===== src/rtl/fpsr_pkg.sv =====
package fpsr_pkg;
  localparam int CSR_W       = 32;
  localparam int EXC_W       = 5;
  localparam int RM_W        = 2;
  localparam int RM_LO       = 0;
  localparam int FLAG_LO     = 2;
  localparam int EN_LO       = FLAG_LO + EXC_W;
  localparam int CAUSE_LO    = EN_LO + EXC_W;
  localparam int DN_BIT      = 18;
  localparam int CODE_W      = 12;
  localparam logic [RM_W-1:0]   RM_TRUNC  = 2'b01;
  localparam logic [CSR_W-1:0]  CSR_MASK  = 32'h0005_FFFF;
  localparam logic [CODE_W-1:0] TRAP_CODE = 12'h120;
  localparam logic [EXC_W-1:0]  EXC_INEXACT = 5'b00001;

  typedef struct packed {
    logic             load;
    logic             update;
    logic [EXC_W-1:0] exc;
  } ctl_t;
endpackage


===== src/rtl/fpsr_ctrl.sv =====
module fpsr_ctrl
  import fpsr_pkg::*;
(
  input  logic             clk,
  input  logic             rstN,
  input  logic             wrEn,
  input  logic             opDone,
  input  logic [EXC_W-1:0] opExc,
  input  logic             opApprox,
  output ctl_t             ctl
);
  logic forceInexact;

  always_comb begin
    forceInexact = opApprox && (opExc == '0);
    ctl.load     = wrEn;
    ctl.update   = opDone && !wrEn;
    ctl.exc      = forceInexact ? EXC_INEXACT : opExc;
  end

  // a real exception is passed on untouched, approximate or not
  p_keep_real_r8: assert property (@(posedge clk) disable iff (!rstN)
    (ctl.update && opExc != '0) |-> (ctl.exc == opExc));

  // a write never coexists with an accepted completion
  p_write_wins_r9: assert property (@(posedge clk) disable iff (!rstN)
    wrEn |-> !ctl.update);
endmodule


===== src/rtl/fpsr_data.sv =====
module fpsr_data
  import fpsr_pkg::*;
(
  input  logic              clk,
  input  logic              rstN,
  input  ctl_t              ctl,
  input  logic [CSR_W-1:0]  wrData,
  output logic [CSR_W-1:0]  csrQ,
  output logic              trapQ,
  output logic [CODE_W-1:0] codeQ
);
  logic [CSR_W-1:0] csrD;
  logic             trapD;
  logic [EXC_W-1:0] enables, flags, cause;

  assign enables = csrQ[EN_LO +: EXC_W];
  assign flags   = csrQ[FLAG_LO +: EXC_W];
  assign cause   = csrQ[CAUSE_LO +: EXC_W];

  always_comb begin
    csrD  = csrQ;
    trapD = 1'b0;
    if (ctl.load) begin
      csrD = wrData & CSR_MASK;
    end else if (ctl.update) begin
      csrD[CAUSE_LO +: EXC_W] = ctl.exc;
      csrD[FLAG_LO +: EXC_W]  = flags | ctl.exc;
      trapD                   = |(ctl.exc & enables);
    end
  end

  always_ff @(posedge clk or negedge rstN) begin
    if (!rstN) begin
      csrQ  <= '0;
      trapQ <= 1'b0;
      codeQ <= '0;
    end else begin
      csrQ  <= csrD;
      trapQ <= trapD;
      codeQ <= trapD ? TRAP_CODE : '0;
    end
  end

  // a write lands masked one cycle later
  p_write_r1: assert property (@(posedge clk) disable iff (!rstN)
    ctl.load |=> (csrQ == ($past(wrData) & CSR_MASK)));

  // flags never lose a bit across a completion
  p_sticky_r5: assert property (@(posedge clk) disable iff (!rstN)
    ctl.update |=> ((flags & $past(flags)) == $past(flags)));

  // a clean completion clears cause, keeps flags, no trap
  p_quiet_r6: assert property (@(posedge clk) disable iff (!rstN)
    (ctl.update && ctl.exc == '0) |=> (cause == '0 && $stable(flags) && !trapQ));

  // a trap implies an enabled cause and carries the vector code
  p_trap_r7: assert property (@(posedge clk) disable iff (!rstN)
    trapQ |-> ((cause & enables) != '0 && codeQ == TRAP_CODE));
endmodule


===== src/rtl/fpsr_unit.sv =====
module fpsr_unit
  import fpsr_pkg::*;
(
  input  logic              clk,
  input  logic              rstN,
  input  logic              wrEn,
  input  logic [CSR_W-1:0]  wrData,
  input  logic              opDone,
  input  logic [EXC_W-1:0]  opExc,
  input  logic              opApprox,
  output logic [CSR_W-1:0]  csrOut,
  output logic              roundToZero,
  output logic              flushDenorm,
  output logic              trapPulse,
  output logic [CODE_W-1:0] trapCode
);
  ctl_t ctl;

  fpsr_ctrl uCtrl (
    .clk(clk), .rstN(rstN), .wrEn(wrEn), .opDone(opDone),
    .opExc(opExc), .opApprox(opApprox), .ctl(ctl)
  );

  fpsr_data uData (
    .clk(clk), .rstN(rstN), .ctl(ctl), .wrData(wrData),
    .csrQ(csrOut), .trapQ(trapPulse), .codeQ(trapCode)
  );

  assign roundToZero = (csrOut[RM_LO +: RM_W] == RM_TRUNC);
  assign flushDenorm = csrOut[DN_BIT];
endmodule


===== config.mk =====
export PLATFORM = sky130hd
export DESIGN_NAME = fpsr_unit
export DESIGN_NICKNAME = d
export VERILOG_FILES = /design/src/rtl/fpsr_pkg.sv /design/src/rtl/fpsr_ctrl.sv /design/src/rtl/fpsr_data.sv /design/src/rtl/fpsr_unit.sv
export SDC_FILE = /design/constraint.sdc
export NUM_CORES = 1
export LEC_CHECK = 0
export BUFFER_PORTS_ARGS = -buffer_cell sky130_fd_sc_hd__buf_2
export CORE_MARGIN = 5
export CORE_UTILIZATION = 35
export DETAILED_ROUTE_END_ITERATION = 7
export HOLD_SLACK_MARGIN = 0.02
export PLACE_DENSITY = 0.76
export SETUP_SLACK_MARGIN = 0.05
export SKIP_CTS_REPAIR_TIMING = 1
export SYNTH_ARGS = -nofsm -noshare
export SYNTH_HDL_FRONTEND = slang
export SYNTH_SLANG_ARGS = --single-unit
export TNS_END_PERCENT = 20

===== constraint.sdc =====
create_clock -name clk -period 1.2 [get_ports clk]
set_clock_uncertainty 0.05 [all_clocks]
set_input_delay 0.12 -clock clk [delete_from_list [all_inputs] [get_ports clk]]
set_output_delay 0.12 -clock clk [all_outputs]
set_load 0.005 [all_outputs]

==> impl_metrics.tcl <==
set metrics [dict create \
    outcome "finished, final reports clean" \
    fin_nets 207 \
    cp.required_ps 1030 \
    tns_ps 0 \
    tritoncts "built" \
    end_kind "output pin" \
    crit_chain "nor2b_4, buf_2" \
    die-area_mm2 0.00419 \
    port_buffers 50 \
    drtIter0Drc 20 \
    crit_cells 2 \
    clkSinkCount 19 \
    fin_ws_ps 92.2 \
    drtPass1Iterations 4 \
    powerDensity_mw_per_mm2 984 \
    ys_seq_area_share_pct 45.3 \
    ys_types 16 \
    drive_gt1_share_pct 40.2 \
    fin_crit_ps 1110 \
    critPathMaxStageDelay_ps 410 \
    drc 0 \
    irDropWorstVdd_mv 0.645 \
    fin_crit_sh_pct 92.3 \
    wl_met2_um 1170 \
    worstSetupPathType "reg2out" \
    hold_violations 0 \
    grt.total_usage_pct 10.6 \
    antenna_found_initial 0 \
    area_delta_synth_final_pct 34.5 \
    crit_arrival_ps 940 \
    drv_slew 0 \
    vias 851 \
    crit_fanout 3 \
    grt_setup_unrepaired "true" \
    io_pins 89 \
    routedWlPerCell_um 12.5 \
    overflow 0 \
    via_per_inst 4.36 \
    initial_core_util_pct 37.4 \
    synth_area_mm2 0.00105 \
    final_cell_mix "buf_2 (50), conb_1 (24), dfrtp_1 (19), dlygate4sd3_1 (17), o21ai_0 (11)" \
    crit_path_start_kind "register" \
    h-tree-depth 1 \
    fmax_mhz 903 \
    final_common_cell "buf_2" \
    holdWs_ps 8.44 \
    wirelength_um 2430 \
    cp_num_buf_inv 1 \
    fin_area_mm2 0.00141 \
    placed_cells_incl_taps 174 \
    die_x_um 64.7 \
    reg2regPathDepth 3 \
    yosys_register_bits 19 \
    grt_pass1_wl_um 3490 \
    maxCapViolCount 0 \
    worstSkewPairLatency_ps 280 \
    placed_area_mm2 0.00121 \
    grt_max_degree 20 \
    clock-root-buffer "clkbuf_4" \
    place_ws_ps 128 \
    ant_nets 0 \
    syn_area_per_cell_um2 10.5 \
    grt_pass1_vias 785 \
    leakage_nw 0.731 \
    crit_family "flip-flops" \
    hold_path.class "in2reg" \
    die_y_um 64.7 \
    cts_buffers 3 \
    rows 19 \
    clockBufferDepth 2 \
    critPathSlowestCell "dfrtp_1" \
    met1_length_um 951 \
    fin_cells 195 \
    cts.reportedPaths.clkPinSlew_ps 100 \
    ys_warn_count 0 \
    hold_depth 3 \
    diodes 0 \
    setup_violations 0 \
    core_mm2 0.00281 \
    place_congestion 0.674 \
    hpwl_um 1830 \
    top_layer_used "met4" \
    synthCells 100 \
    met3_length_um 299 \
]
## worst min-delay path, stage by stage
cell     delay (ps)
buf_2            80
mux2i_1          50
o21ai_0          60
## through the flow
stage | power, W | util, %
3_5_place_dp | 0.00104 | 43.0
2_1_floorplan | 0.000951 | -
3_3_place_gp | 0.00103 | 43.0
6_report | 0.00139 | 50.3
5_1_grt | 0.00149 | 50.3
4_1_cts | 0.00136 | 43.9
## where the power goes
group,total (W),internal (W),switching [W]
sequential,0.000742,0.000702,0.0000401
clock,0.000310,0.000129,0.000181
combinational,0.000335,0.000183,0.000152
## synthesized netlist by cell type (all sizes together)
master	count	area [um^2]
nor2b	2	12.5
nor2	1	3.75
a21oi	6	30.0
dfrtp	19	475
conb	1	3.75
a22o	2	18.8
nand2	10	37.5
nor4	1	21.3
mux2	8	90.1
mux2i	5	50.1
o31ai	1	12.5
nand2b	2	12.5
o21ai	11	55.1
buf	31	225
## worst paths after layout
path	to	start	slack, ps
worst min register to register	uData.csrQ[2]$_DFFE_PN0P_	uData.csrQ[2]$_DFFE_PN0P_	450
min in group asynchronous	uData.csrQ[5]$_DFFE_PN0P_	rstN	250
worst max-delay path	roundToZero	uData.csrQ[0]$_DFFE_PN0P_	90
worst min-delay path	uData.csrQ[2]$_DFFE_PN0P_	wrData[2]	8
worst max register to register	uData.codeQ[5]$_DFF_PN0_	uData.csrQ[9]$_DFFE_PN0P_	120
max in group asynchronous	uData.csrQ[7]$_DFFE_PN0P_	rstN	550
## layout make-up
| type | instances | area [um^2] |
|---|---|---|
| Clock buffer | 4 | 26.3 |
| Fill cell | 260 | 1400 |
| Multi-Input combinational cell | 73 | 442 |
| Sequential cell | 19 | 475 |
| Tap cell | 31 | 38.8 |
| Timing Repair Buffer | 68 | 428 |
## flip-flops by register name, indices dropped and copies added (netlist names)
name,cells
uData.csrQ,18
uData.codeQ,1
## logic make-up after synthesis
| logic type | synth area share (%) |
|---|---|
| flops | 45.3 |
| compound gates | 11.1 |
| mux | 13.4 |
| buf+inv | 21.5 |
| other cells | 0.358 |
| simple gates | 8.35 |
## metal layers
metal | up-vias | track usage, %
met4 | 0 | 3.96
met1 | 382 | 13.5
met3 | 2 | 3.11
met5 | - | 0
li1 | 411 | -
met2 | 56 | 16.9
Note: power is estimated with default switching activity, not from simulation.
